**config.mk**
```make
export PLATFORM = sky130hd
export DESIGN_NAME = bl_guard
export DESIGN_NICKNAME = d
export VERILOG_FILES = /design/src/rtl/bl_pkg.sv /design/src/rtl/bl_regs.sv /design/src/rtl/bl_xlate.sv /design/src/rtl/bl_guard.sv
export SDC_FILE = /design/constraint.sdc
export NUM_CORES = 1
export LEC_CHECK = 0
export ABC_AREA = 1
export BUFFER_PORTS_ARGS = -buffer_cell sky130_fd_sc_hd__buf_2
export CAP_MARGIN = 20
export CORE_ASPECT_RATIO = 0.9
export CORE_UTILIZATION = 58
export CTS_CLUSTER_SIZE = 10
export DETAILED_ROUTE_END_ITERATION = 16
export PLACE_DENSITY = 0.81
export REMOVE_ABC_BUFFERS = 1
export SYNTH_ARGS = -nofsm -noshare
export SYNTH_HDL_FRONTEND = slang
export SYNTH_HIERARCHICAL = 1
export SYNTH_SLANG_ARGS = --single-unit
```
**constraint.sdc**
```tcl
create_clock -name clk_i -period 2.3 [get_ports clk_i]
set_clock_uncertainty 0.2 [all_clocks]
set_input_delay 0.115 -clock clk_i [delete_from_list [all_inputs] [get_ports clk_i]]
set_output_delay 0.115 -clock clk_i [all_outputs]
set_load 0.05 [all_outputs]
```
**src/rtl/bl_pkg.sv**
```systemverilog
package bl_pkg;
  localparam int unsigned ADDR_W = 32;
  typedef logic [ADDR_W-1:0] addr_t;
  typedef enum logic { SEL_BASE = 1'b0, SEL_LIMIT = 1'b1 } cfg_sel_e;
endpackage

```
**src/rtl/bl_regs.sv**
```systemverilog
module bl_regs
  import bl_pkg::*;
(
  input  logic  clk_i,
  input  logic  rst_ni,
  input  logic  kernel_i,
  input  logic  we_i,
  input  logic  sel_i,
  input  addr_t wdata_i,
  output addr_t base_o,
  output addr_t limit_o,
  output logic  viol_o
);
  addr_t base_q, limit_q;
  logic  viol_q;

  always_ff @(posedge clk_i or negedge rst_ni) begin
    if (!rst_ni) begin
      base_q  <= '0;
      limit_q <= '0;
      viol_q  <= 1'b0;
    end else begin
      viol_q <= we_i & ~kernel_i;
      if (we_i && kernel_i) begin
        if (cfg_sel_e'(sel_i) == SEL_BASE) base_q  <= wdata_i;
        else                               limit_q <= wdata_i;
      end
    end
  end

  assign base_o  = base_q;
  assign limit_o = limit_q;
  assign viol_o  = viol_q;

  assert_user_load_blocked_R7: assert property (@(posedge clk_i) disable iff (!rst_ni)
    (we_i && !kernel_i) |=> ($stable(base_q) && $stable(limit_q)));
  assert_viol_pulse_R8: assert property (@(posedge clk_i) disable iff (!rst_ni)
    (we_i && !kernel_i) |=> viol_q);
  assert_viol_quiet_R8: assert property (@(posedge clk_i) disable iff (!rst_ni)
    !(we_i && !kernel_i) |=> !viol_q);
  assert_kernel_load_R6: assert property (@(posedge clk_i) disable iff (!rst_ni)
    (we_i && kernel_i && !sel_i) |=> (base_q == $past(wdata_i)));
endmodule

```
**src/rtl/bl_xlate.sv**
```systemverilog
module bl_xlate
  import bl_pkg::*;
(
  input  logic  kernel_i,
  input  addr_t vaddr_i,
  input  addr_t base_i,
  input  addr_t limit_i,
  output addr_t paddr_o,
  output logic  oob_o
);
  always_comb begin
    if (kernel_i) begin
      paddr_o = vaddr_i;
      oob_o   = 1'b0;
    end else begin
      paddr_o = vaddr_i + base_i;
      oob_o   = !(vaddr_i < limit_i);
    end
  end
endmodule

```
**src/rtl/bl_guard.sv**
```systemverilog
module bl_guard
  import bl_pkg::*;
(
  input  logic              clk_i,
  input  logic              rst_ni,
  input  logic              kernel_i,
  input  logic              req_valid_i,
  input  logic [ADDR_W-1:0] req_vaddr_i,
  input  logic              req_write_i,
  input  logic              cfg_we_i,
  input  logic              cfg_sel_i,
  input  logic [ADDR_W-1:0] cfg_wdata_i,
  output logic              mem_valid_o,
  output logic [ADDR_W-1:0] mem_paddr_o,
  output logic              mem_write_o,
  output logic              fault_o,
  output logic [ADDR_W-1:0] fault_vaddr_o,
  output logic              priv_viol_o
);
  addr_t base_w, limit_w, paddr_w;
  logic  oob_w;

  bl_regs u_regs (
    .clk_i   (clk_i),
    .rst_ni  (rst_ni),
    .kernel_i(kernel_i),
    .we_i    (cfg_we_i),
    .sel_i   (cfg_sel_i),
    .wdata_i (cfg_wdata_i),
    .base_o  (base_w),
    .limit_o (limit_w),
    .viol_o  (priv_viol_o)
  );

  bl_xlate u_xlate (
    .kernel_i(kernel_i),
    .vaddr_i (req_vaddr_i),
    .base_i  (base_w),
    .limit_i (limit_w),
    .paddr_o (paddr_w),
    .oob_o   (oob_w)
  );

  logic  valid_q, write_q, fault_q;
  addr_t paddr_q, fvaddr_q;

  always_ff @(posedge clk_i or negedge rst_ni) begin
    if (!rst_ni) begin
      valid_q  <= 1'b0;
      write_q  <= 1'b0;
      fault_q  <= 1'b0;
      paddr_q  <= '0;
      fvaddr_q <= '0;
    end else begin
      valid_q <= req_valid_i & ~oob_w;
      fault_q <= req_valid_i & oob_w;
      if (req_valid_i && !oob_w) begin
        paddr_q <= paddr_w;
        write_q <= req_write_i;
      end
      if (req_valid_i && oob_w) fvaddr_q <= req_vaddr_i;
    end
  end

  assign mem_valid_o   = valid_q;
  assign mem_write_o   = write_q;
  assign mem_paddr_o   = paddr_q;
  assign fault_o       = fault_q;
  assign fault_vaddr_o = fvaddr_q;

  assert_user_legal_R2: assert property (@(posedge clk_i) disable iff (!rst_ni)
    (req_valid_i && !kernel_i && (req_vaddr_i < limit_w)) |=>
      (mem_valid_o && !fault_o && mem_paddr_o == $past(req_vaddr_i) + $past(base_w)));
  assert_user_oob_R3: assert property (@(posedge clk_i) disable iff (!rst_ni)
    (req_valid_i && !kernel_i && !(req_vaddr_i < limit_w)) |=> (fault_o && !mem_valid_o));
  assert_fault_capture_R4: assert property (@(posedge clk_i) disable iff (!rst_ni)
    fault_o |-> (fault_vaddr_o == $past(req_vaddr_i)));
  assert_kernel_bypass_R5: assert property (@(posedge clk_i) disable iff (!rst_ni)
    (req_valid_i && kernel_i) |=> (mem_valid_o && mem_paddr_o == $past(req_vaddr_i)));
  assert_idle_R9: assert property (@(posedge clk_i) disable iff (!rst_ni)
    !req_valid_i |=> (!mem_valid_o && !fault_o));
  assert_exclusive_R9: assert property (@(posedge clk_i) disable iff (!rst_ni)
    !(mem_valid_o && fault_o));
endmodule

```
==> qor.csv, run 1 <==
stage,metric,value,unit
run_status,failing checks,negative setup slack,
logic_synthesis,Yosys reg bits,132,
clocking,Clock Latency Late Sink,0.43,ns
routing,vias post-DR,9755,
die,die width,133,um
worst_setup_path,cell depth of the worst setup path,15,
power,total power,10.7,mW
global_routing,global-route wire length before repair,44.6,mm
worst_setup_path,CP startpoint kind,flip-flop,
routing,Post-Route WL,30.2,mm
global_routing,GRT overflow,0,
sta,final worst setup slack,-0.139,ns
global_routing,initial antenna violation count,0,
global_routing,pin count of the biggest net entering global routing,56,
die,FP Rows,42,
clocking,maximum buffer depth of the clock tree,2,
power,pwr/cell area,911,mW/mm2
die,Core ar.,0.0149,mm2
placed_design,HPWL Detailed,18.9,mm
clocking,H-tree Lvls,4,
sta,Max Fclk,410,MHz
flow_run,max-cap violations,0,
sta,Tmin final,2.44,ns
logic_synthesis,synth unique cells,34,
worst_setup_path,Critical Path Fanout Max,6,
worst_setup_path,CP top delay family,simple AND/OR/NAND/NOR gates,
logic_synthesis,sequential-to-total area share from yosys stat,37.0,%
placed_design,Area after DPL,0.00988,mm2
worst_setup_path,CP max-delay cell,dfrtp_1,
worst_setup_path,worst reg2reg startpoint,u_regs/limit_o[5],
routing,Routed Antenna Nets,0,
placed_design,IO buf count,138,
logic_synthesis,Avg Inst Size Synth,6.93,um2
logic_synthesis,Main synth FF type,dfrtp_1,
clocking,root buffer cell,clkbuf_16,
worst_setup_path,Worst R2R Path Depth,15,
logic_synthesis,yosys warns,6,
worst_setup_path,Worst Path Buf+Inv,3,
sta,final setup violating endpoints,66,
logic_synthesis,Async SR Flop Fraction,100,%
sta,final hold violation count,0,
sta,worst slew pin tran,0.805,ns
die,Die Ht,120,um
worst_setup_path,crit path DAT,2.55,ns
worst_setup_path,Critical Path Max Stage Delay,0.38,ns
worst_setup_path,CP cell instances,"inv_1, ha_4, a21oi_2, nor2_1, nor3_1, nand2_1, nand2_1, nand2_2, nand2_2, a21oi_4, inv_4, nand2_8, clkbuf_16, nand2_1, nand2_1",
layout,ant diodes,0,
routing,DRT Pass-1 Iters,6,
clocking,Clock transition at path regs,0.06,ns
worst_setup_path,CP Class,reg2reg,
worst_setup_path,Reg-to-Reg End,mem_paddr_o[9],
logic_synthesis,synthesized area,0.00892,mm2
routing,wire length per cell,17.7,um
die,die area,0.0159,mm2
layout,final instance area,0.0118,mm2
layout,share of layout cells above drive strength 1,21.1,%
worst_setup_path,cell repeated most along the worst path,nand2_1,
routing,Initial DRC Count,1132,
sta,unrepaired setup endpoints after global routing,yes,
worst_setup_path,Critical Path Start,u_regs/limit_o[5],
power,Leakage,6.58,nW
routing,Via density,5.70,
layout,post-layout util,79.3,%
clocking,CTS sink count,132,
placed_design,GPL Wtd Cong,0.919,
routing,DRC,0,
worst_setup_path,Worst Path Required,2.41,ns
layout,Nets,1633,
worst_setup_path,capture point of the critical path,mem_paddr_o[9],
die,IO Pins,139,
worst_setup_path,Critical Path Sink Type,flip-flop,
sta,Slew Limit Fails,0,
logic_synthesis,post-synthesis cell count,1287,
worst_hold_path,Hold Path Class,in2reg,
logic_synthesis,Post-synth EDFFs,0,
clocking,Num CTS Buffers,17,
sta,Max-Slew Margin vs Limit,46.3,%
die,Initial Util,60.0,%
global_routing,vias in the first global route,8793,
run_status,status,finished with violations,
sta,final worst-path cycle share,106,%
power,Max rail drop VDD,0.871,mV
clocking,CTS tree,done,
worst_setup_path,r2r setup slk,-0.14,ns
global_routing,total track usage,36.1,%
layout,Layout area overhead,32.2,%
==> area by class of cell <==
cell class	instances	area [um2]
clock buffer	21	480
inverter	154	581
tap	198	248
fill	1023	3090
timing repair buffer	247	1930
sequential	132	3300
clock inverter	11	124
multi-input combinational	947	5120
==> layer usage <==
metal	part of all wire, %	global-route usage (%)	up-vias	wire, um
met5	0	0	-	0
met4	2.3	9.70	0	696
met3	9.7	6.59	86	2940
met2	45	55.7	595	13700
met1	43	52.3	4542	12900
li1	-	-	4532	-
==> tightest hold or removal path: cells and delay by family <==
family	cells	cell delay (ns)
buffers and inverters	1	0.34
AND/OR/NAND/NOR	2	0.20
==> how the worst min path moves through the flow <==
stage | start | to | slack, ns | cells after the start
CTS | cfg_sel_i | u_regs/limit_o[6] | 0.09 | 4
global route | req_vaddr_i[1] | fault_vaddr_o[1] | 0.06 | 3
finish | req_vaddr_i[1] | fault_vaddr_o[1] | 0.06 | 3
floorplan | rst_ni | fault_o | -0.38 | 0
detailed placement | rst_ni | u_regs/viol_o | -0.11 | 1
global placement | rst_ni | u_regs/viol_o | -0.11 | 1
==> where the power goes <==
part / switching (mW) / internal [mW]
clock: 1.06 / 1.71
combinational: 3.26 / 1.46
sequential: 0.388 / 2.85
total: 4.71 / 6.03
==> cell usage in the layout (no fill, tap or decap), types with 3 or more instances in the layout <==
cell | synthesis | layout
clkinv_2 | 0 | 3
nand4_1 | 71 | 71
buf_4 | 7 | 19
xnor2_1 | 10 | 10
buf_6 | 4 | 5
dfrtp_1 | 132 | 132
clkbuf_16 | 0 | 21
inv_2 | 5 | 4
buf_2 | 31 | 131
nand3_2 | 7 | 11
nand3b_1 | 4 | 4
ha_1 | 62 | 36
nand2_1 | 545 | 511
ha_4 | 0 | 11
a21oi_1 | 40 | 34
buf_12 | 0 | 9
nor2_2 | 5 | 13
dlymetal6s4s_1 | 0 | 4
clkbuf_8 | 0 | 4
a21oi_2 | 1 | 6
ha_2 | 0 | 15
nor2_1 | 42 | 34
dlygate4sd3_1 | 0 | 73
nand2_2 | 11 | 38
clkinvlp_4 | 0 | 3
nand3_1 | 112 | 108
o21ai_0 | 10 | 10
inv_1 | 149 | 149
nand2_4 | 1 | 7
o21ai_1 | 7 | 7
==> Yosys cell counts (all sizes together), types with 2 or more instances <==
master	count	area (um2)
nand4	71	444
nand3	119	631
nand2	557	2130
a21oi	41	209
o21bai	3	26.3
inv	154	578
nand3b	4	30.0
clkbuf	12	45.0
o211ai	2	15.0
nor3	4	30.0
a21o	2	15.0
ha	62	776
o21ai	17	85.1
nor2	49	211
or2	3	18.8
buf	42	253
xnor2	10	87.6
dfrtp	132	3300
==> through the flow <==
stage / hold WS (ns) / instances / setup WS [ns] / setup TNS, ns
after CTS: 0.0900 / 1705 / 0.00118 / 0
after global placement: -0.108 / 1596 / 0.0104 / 0
final: 0.0592 / 1710 / -0.139 / -4.42
after floorplan: -0.381 / 1233 / -1.51 / -98.37
after global routing: 0.0630 / 1710 / -0.203 / -9.31
after detailed placement: -0.109 / 1596 / -0.0459 / -0.0459
==> cell families after synthesis <==
kind of cell | synth area share [%]
AOI/OAI and AO/OA | 3.93
xor gates and xnor gates | 0.982
adders and majority gates | 8.93
buffers and inverters | 9.82
DFF | 37.0
and+or+nand+nor | 39.3
==> sequential cells by signal (all words and copies together), names as in the netlist <==
register        count
u_regs/base_o      32
mem_write_o         1
mem_paddr_o        32
u_regs/limit_o     32
fault_o             1
fault_vaddr_o      32
mem_valid_o         1
u_regs/viol_o       1
==> timing repair <==
| action | 4_1_cts | 5_1_grt |
|---|---|---|
| setup endpoints to repair | 9 | 78 |
| hold buffers | 77 | 0 |
| pin swaps | 0 | 14 |
| resized for setup | 3 | 102 |
| setup buffers | 0 | 2 |
| gates cloned | 0 | 6 |
| hold endpoints to repair | 261 | 0 |
No activity file was read; power rests on OpenSTA's default activity.
==> run 2: changes to the inputs <==
ABC_AREA = not set   (was 1)
CORE_UTILIZATION = 57   (was 58)
==> run 2 against run 1 <==
Net effect:
- the flow still finishes with violations (negative setup slack)
- global-route usage grew 2.9 points
- largest cell class unchanged
- synthesized cell count shrank 47%
- die area down 7.4%
- count of clock-buffer cells in the layout shrank 1
- sequential cell count did not move
- final area increased by 2.5%
- largest power group unchanged
- critical path depth down 2
- wire length grew 1.1%
- worst hold slack worse by 0.031 ns
- maximum frequency decreased by 29%
- total power grew 24%
- combinational power rose by 39%
==> qor.csv, run 2 <==
stage,metric,value,unit,change
worst_setup_path,r2r setup slk,-1.14,ns,-1.00 ns
global_routing,total track usage,39.0,%,+2.9 points
power,Max rail drop VDD,0.829,mV,-4.8%
logic_synthesis,Async SR Flop Fraction,100,%,unchanged
logic_synthesis,Post-synth top cells,"dfrtp_1 (132), mux2_4 (89), ha_1 (62)",,
global_routing,pin count of the biggest net entering global routing,69,,+23%
worst_setup_path,Critical Path Fanout Max,3,,-3
clocking,maximum buffer depth of the clock tree,2,,unchanged
power,pwr/cell area,1100,mW/mm2,+21%
layout,Final Non-Filler Cells,1261,,-26%
sta,unrepaired setup endpoints after global routing,yes,,
layout,share of layout cells above drive strength 1,47.9,%,+27 points
die,Core ar.,0.0136,mm2,-8.5%
global_routing,GRT overflow,0,,unchanged
routing,wire length per cell,24.2,um,+37%
logic_synthesis,yosys warns,6,,unchanged
routing,Via density,6.15,,+7.8%
die,die area,0.0147,mm2,-7.4%
run_status,failing checks,negative setup slack,,
logic_synthesis,sequential-to-total area share from yosys stat,40.7,%,+3.7 points
run_status,status,finished with violations,,
global_routing,GR peak layer,met2,,
layout,final instance area,0.0121,mm2,+2.5%
worst_setup_path,Critical Path Sink Type,flip-flop,,
logic_synthesis,Avg Inst Size Synth,11.8,um2,+71%
global_routing,met3 GRT Util,7.49,%,+0.90 points
routing,DRT Pass-1 Iters,6,,unchanged
global_routing,vias in the first global route,7812,,-11%
clocking,Clock transition at path regs,0.06,ns,about the same
placed_design,HPWL Detailed,15.9,mm,-16%
die,die width,128,um,-3.8%
power,Leakage,6.29,nW,-4.3%
clocking,root buffer cell,clkbuf_16,,
layout,multi-input logic area,0.00478,mm2,-6.7%
sta,Max-Slew Margin vs Limit,59.0,%,+13 points
logic_synthesis,synth unique cells,60,,+76%
layout,register area,0.00330,mm2,unchanged
placed_design,pre-CTS WS,-1.05,ns,-1.00 ns
global_routing,met2 GRT Util,65.6,%,+9.9 points
clocking,CTS sink count,132,,unchanged
global_routing,met1 usage,48.2,%,-4.1 points
routing,Post-Route WL,30.5,mm,+1.1%
worst_setup_path,CP startpoint kind,flip-flop,,
logic_synthesis,Yosys reg bits,132,,unchanged
sta,Fin Setup TNS,-67.07,ns,-62.65 ns
worst_setup_path,CP cell instances,"ha_2, fa_2, a21oi_4, o21ai_4, a211oi_4, buf_4, o21bai_1, a21oi_2, buf_4, o21ai_0, xnor2_1, o21ai_0, mux2_4",,
logic_synthesis,synth top area cells,"dfrtp_1 (41%), mux2_4 (16%), ha_1 (9.6%), mux2_2 (6.1%), a21o_1 (2.2%)",,
worst_hold_path,Hold Path Depth,5,,+2
routing,Initial DRC Count,886,,-22%
sta,Tmin final,3.44,ns,+1.00 ns
worst_hold_path,Hold Path Class,in2reg,,
logic_synthesis,cell taking the most area after synthesis,dfrtp_1,,
routing,Routed Antenna Nets,0,,unchanged
logic_synthesis,top-count cell post-synth,dfrtp_1,,
layout,Filler Cells Inserted,597,,-42%
clocking,H-tree Lvls,4,,unchanged
worst_hold_path,hold path startpoint,req_vaddr_i[22],,
logic_synthesis,Main synth FF type,dfrtp_1,,
layout,post-layout util,88.7,%,+9.5 points
clocking,Num CTS Buffers,17,,unchanged
sta,Slew Limit Fails,0,,unchanged
flow_run,max-cap violations,0,,unchanged
die,IO Pins,139,,unchanged
logic_synthesis,Post-synth EDFFs,0,,unchanged
worst_setup_path,Reg-to-Reg End,mem_paddr_o[14],,
routing,vias post-DR,7757,,-20%
sta,final worst setup slack,-1.14,ns,-1.00 ns
die,Initial Util,59.5,%,-0.40 points
worst_setup_path,Worst Path Required,2.41,ns,about the same
global_routing,global-route wire length before repair,42.7,mm,-4.3%
placed_design,GPL Wtd Cong,0.949,,+3.2%
layout,Layout area overhead,49.0,%,
worst_setup_path,crit path DAT,3.55,ns,+1.00 ns
sta,worst slew pin tran,0.616,ns,-0.190 ns
layout,Nets,1193,,-27%
placed_design,Area after DPL,0.0101,mm2,+2.2%
layout,most frequent cells in the layout,"buf_4 (151), buf_2 (137), dfrtp_1 (132)",,
sta,final worst-path cycle share,150,%,+44 points
worst_setup_path,CP max-delay cell,fa_2,,
layout,"commonest non-fill, non-tap cell in the layout",buf_4,,
logic_synthesis,top cell type's share of synthesized area,40.7,%,+3.7 points
sta,final hold violation count,0,,unchanged
sta,final setup violating endpoints,67,,+1.5%
logic_synthesis,synthesized area,0.00811,mm2,-9.1%
die,Die Ht,115,um,-3.8%
sta,Max Fclk,291,MHz,-29%
worst_setup_path,Worst R2R Path Depth,13,,-2
routing,DRC,0,,unchanged
clocking,Clock Latency Late Sink,0.43,ns,about the same
worst_hold_path,WHS Endpoint,mem_paddr_o[22],,
logic_synthesis,post-synthesis cell count,685,,-47%
clocking,CTS tree,done,,
worst_setup_path,Critical Path Max Stage Delay,0.42,ns,+0.04 ns
worst_setup_path,worst reg2reg startpoint,u_regs/base_o[0],,
global_routing,initial antenna violation count,0,,unchanged
layout,ant diodes,0,,unchanged
placed_design,IO buf count,138,,unchanged
placed_design,Placed Cells,1144,,-28%
worst_setup_path,CP Class,reg2reg,,
die,FP Rows,40,,-4.8%
==> run 2: cell count changes after synthesis, moves of 22 or more <==
cell     previous run  this run
mux2_2              0        44
nand3_1           112         9
mux2_4              0        89
a21o_1              2        24
nand4_1            71         6
inv_1             149        37
buf_2              31         0
nand2_1           545        43
o21ai_0            10        34
==> run 2: worst max-delay path, delay by kind of cell, from the launching register on <==
| family | cells | cell delay (ns) |
|---|---|---|
| compound gates | 7 | 1.23 |
| fa+ha+maj | 2 | 0.62 |
| flops | 1 | 0.38 |
| buf+inv | 2 | 0.34 |
| xor+xnor | 1 | 0.28 |
| mux | 1 | 0.28 |
==> run 2: power by group <==
group	internal [mW]	leakage [nW]	switching, mW	total, mW
combinational	2.75	4.40	3.84	6.59
clock	2.09	0.331	1.11	3.20
sequential	2.99	1.56	0.510	3.50
==> run 2: kinds of logic after synthesis <==
family | synth area share [%]
xor gates and xnor gates | 2.92
and+or+nand+nor | 7.75
muxes | 23.0
DFF | 40.7
adders and majority gates | 9.82
buffers and inverters | 4.31
AOI/OAI and AO/OA | 11.5
==> run 2: layout make-up <==
type	instances	area share [%]
Timing Repair Buffer	378	24.4
Clock buffer	20	3.78
Tap cell	189	1.96
Sequential cell	132	27.3
Clock inverter	12	1.85
Inverter	37	1.15
Multi-Input combinational cell	493	39.6
==> run 2: per-layer routing <==
metal | share of wire (%) | up-vias
met3 | 8.7 | 199
met5 | 0 | -
met1 | 38 | 3767
li1 | - | 3207
met4 | 6.8 | 0
met2 | 47 | 584
==> run 2: worst max-delay path by stage <==
stage / startpoint / to / slack, ns / depth (start not counted)
after floorplan: u_regs/limit_o[25] / mem_write_o / -1.16 / 13
after global placement: u_regs/limit_o[1] / mem_paddr_o[29] / -1.03 / 13
after detailed placement: u_regs/limit_o[1] / mem_paddr_o[28] / -1.05 / 13
after CTS: u_regs/limit_o[1] / mem_paddr_o[11] / -0.85 / 14
after global routing: u_regs/base_o[0] / mem_paddr_o[14] / -1.15 / 13
final: u_regs/base_o[0] / mem_paddr_o[14] / -1.14 / 13
==> run 2: metrics by stage <==
step                      hold slack (ns)  total power [mW]
after detailed placement          -0.0566              9.04
after global routing               0.0535              13.7
after CTS                         0.00138              12.7
final                              0.0283              13.3
after global placement            -0.0714              8.85
after floorplan                    -0.381              7.10
==> run 2: timing repair <==
item,in CTS,in global routing
endpoints found under the setup margin,67,67
cloned,3,4
buffers inserted,7,6
resized for setup,60,27
pin swaps,15,12
hold buffers,68,0
hold endpoints to repair,253,0
==> run 3: changes to the inputs <==
BUFFER_PORTS_ARGS = not set   (was -buffer_cell sky130_fd_sc_hd__buf_2)
CORE_UTILIZATION = 65   (was 57)
DONT_BUFFER_PORTS = 1   (was not set)
==> run 3 against run 2 <==
Net effect:
- the run ends with negative hold slack, negative setup slack left
- total power fell by 6.1%
- global-route usage rose by 2.8 points
- count of clock-buffer cells in the layout rose by 5
- critical path depth fell by 1
- critical endpoint is now mem_paddr_o[30]
- combinational power fell by 32%
- utilization rose by 2.1 points
- worst hold slack got worse by 0.85 ns
==> qor.csv, run 3 (synthesis gave the netlist of run 2 again) <==
stage,metric,value,unit,change
run_status,status,finished with violations,,
run_status,failing checks,"negative hold slack, negative setup slack",,
layout,"commonest non-fill, non-tap cell in the layout",dfrtp_1,,
power,Internal,7.10,mW,-9.4%
routing,Initial DRC Count,1184,,+34%
clocking,H-tree Lvls,4,,unchanged
routing,Post-Route WL,32.0,mm,+4.8%
placed_design,GPL Wtd Cong,0.862,,-9.1%
worst_setup_path,CP max-delay cell,dfrtp_1,,
worst_hold_path,Hold Path Class,in2async,,
clocking,root buffer cell,clkbuf_16,,
worst_setup_path,CP Class,reg2reg,,
power,sw frac,43.1,%,+2.0 points
worst_setup_path,crit path DAT,3.70,ns,+0.15 ns
die,FP Rows,38,,-5.0%
die,IO Pins,139,,unchanged
worst_setup_path,Critical Path Max Stage Delay,0.42,ns,about the same
clocking,CTS sink count,132,,unchanged
worst_setup_path,worst reg2reg startpoint,u_regs/base_o[0],,
global_routing,vias in the first global route,7356,,-5.8%
placed_design,HPWL Detailed,14.2,mm,-11%
routing,metal2 WL,14.6,mm,+2.2%
global_routing,global-route wire length before repair,40.3,mm,-5.6%
layout,ant diodes,0,,unchanged
sta,unrepaired setup endpoints after global routing,yes,,
placed_design,IO buf count,0,,-100%
routing,DRC,0,,unchanged
global_routing,GRT overflow,0,,unchanged
worst_setup_path,Worst R2R Path Depth,12,,-1
power,Reg power frac,41.8,%,+15 points
power,pwr/cell area,1130,mW/mm2,+2.9%
placed_design,Area after DPL,0.00909,mm2,-9.9%
routing,Via density,7.01,,+14%
routing,top sig layer,met4,,
sta,final worst setup slack,-1.22,ns,-0.0823 ns
power,Clk pwr share,22.3,%,-1.8 points
layout,Filler Cells Inserted,453,,-24%
routing,Met1 Wirelength,10.7,mm,-6.7%
routing,Detail Route met3 WL,3.65,mm,+37%
sta,Slew Limit Fails,0,,unchanged
clocking,Num CTS Buffers,17,,unchanged
sta,Max-Slew Margin vs Limit,45.6,%,-13 points
worst_setup_path,CP startpoint kind,flip-flop,,
sta,worst slew pin tran,0.807,ns,+0.191 ns
flow_run,max-cap violations,0,,unchanged
power,Net Sw Power,5.38,mW,-1.4%
worst_setup_path,Critical Path Fanout Max,3,,unchanged
sta,final hold violation count,133,,+133
die,die width,120,um,-6.3%
global_routing,initial antenna violation count,0,,unchanged
power,Max rail drop VDD,0.734,mV,-11%
layout,Layout area overhead,35.9,%,
global_routing,total track usage,41.8,%,+2.8 points
sta,final setup violating endpoints,67,,unchanged
layout,Nets,1029,,-14%
die,die area,0.0129,mm2,-12%
worst_setup_path,Critical Path Sink Type,flip-flop,,
layout,most frequent cells in the layout,"dfrtp_1 (132), buf_4 (128), mux2_4 (125)",,
power,Logic pwr share,35.9,%,-14 points
sta,Tmin final,3.52,ns,+0.0823 ns
routing,DRT Pass-1 Iters,10,,+4
layout,final instance area,0.0110,mm2,-8.8%
worst_setup_path,CP cell instances,"ha_4, fa_2, a21oi_4, o21ai_4, a211oi_4, nor3b_4, o21ai_2, o311ai_4, or3_4, a2111o_1, nand3_2, mux2_4",,
worst_setup_path,Worst Path Required,2.48,ns,+0.07 ns
clocking,Clock Latency Late Sink,0.44,ns,about the same
routing,wire length per cell,30.1,um,+24%
routing,Routed Antenna Nets,0,,unchanged
clocking,Clock transition at path regs,0.06,ns,about the same
power,Leakage,5.57,nW,-12%
die,Core ar.,0.0121,mm2,-11%
worst_setup_path,r2r setup slk,-1.22,ns,-0.08 ns
routing,vias post-DR,7468,,-3.7%
placed_design,pre-CTS WS,-1.31,ns,-0.260 ns
clocking,CTS tree,done,,
clocking,maximum buffer depth of the clock tree,2,,unchanged
die,Initial Util,66.9,%,+7.3 points
worst_setup_path,Reg-to-Reg End,mem_paddr_o[30],,
sta,hold slack,-0.826,ns,-0.854 ns
die,Die Ht,108,um,-6.2%
power,total power,12.5,mW,-6.1%
layout,share of layout cells above drive strength 1,38.3,%,-9.5 points
global_routing,pin count of the biggest net entering global routing,133,,+93%
sta,Max Fclk,284,MHz,-2.3%
layout,post-layout util,90.9,%,+2.1 points
clocking,hold_buf cts,68,,unchanged
sta,final worst-path cycle share,153,%,+3.6 points
-- run 3: through the flow --
step / std cells / setup TNS, ns
2_1_floorplan: 662 / -62.60
4_1_cts: 1057 / -59.39
3_5_place_dp: 951 / -82.16
3_3_place_gp: 951 / -81.37
5_1_grt: 1065 / -80.03
6_report: 1065 / -72.96
-- run 3: how the worst max path moves through the flow --
stage	from	to	slack [ns]	depth (start not counted)
6_report	u_regs/base_o[0]	mem_paddr_o[30]	-1.22	12
5_1_grt	u_regs/limit_o[25]	mem_paddr_o[25]	-1.25	15
4_1_cts	u_regs/limit_o[1]	mem_paddr_o[3]	-0.95	15
3_5_place_dp	u_regs/limit_o[1]	mem_paddr_o[31]	-1.31	13
3_3_place_gp	u_regs/limit_o[1]	mem_paddr_o[29]	-1.28	13
2_1_floorplan	u_regs/limit_o[25]	mem_write_o	-1.16	13
-- run 3: per-layer routing --
metal	track usage, %	vias to the layer above
met5	0	-
met4	24.8	0
met3	12.3	336
met2	68.8	756
met1	48.7	3497
li1	-	2879
-- run 3: what timing repair did --
action / 4_1_cts / 5_1_grt
gates cloned: 3 / 4
endpoints found under the setup margin: 67 / 67
pin swaps: 11 / 19
endpoints found under the hold margin: 264 / 132
setup buffers: 6 / 7
gates resized for setup: 36 / 61
-- run 3: power groups by stage --
stage	combinational [mW]	sequential [mW]	clock (mW)
after floorplan	2.17	4.93	0
after global placement	3.12	5.08	0
after detailed placement	3.27	5.11	0
after CTS	3.65	5.09	2.74
after global routing	4.60	5.27	2.88
final	4.48	5.22	2.79
-- run 3: layout make-up --
type | instances | area, um2 | share of cell area [%]
Tap cell | 160 | 200 | 1.82
Clock buffer | 25 | 515 | 4.68
Sequential cell | 132 | 3300 | 30.0
Multi-Input combinational cell | 493 | 4790 | 43.5
Timing Repair Buffer | 214 | 2000 | 18.1
Clock inverter | 4 | 70.1 | 0.636
Inverter | 37 | 139 | 1.26
-- run 3: worst max-delay path, delay by kind of cell, from the launching register on --
| kind | cells | cell delay [ns] |
|---|---|---|
| AND/OR/NAND/NOR | 3 | 0.64 |
| flip-flops | 1 | 0.42 |
| multiplexers | 1 | 0.16 |
| adder cells (fa/ha/maj) | 2 | 0.60 |
| AO/OA/AOI/OAI | 6 | 1.45 |
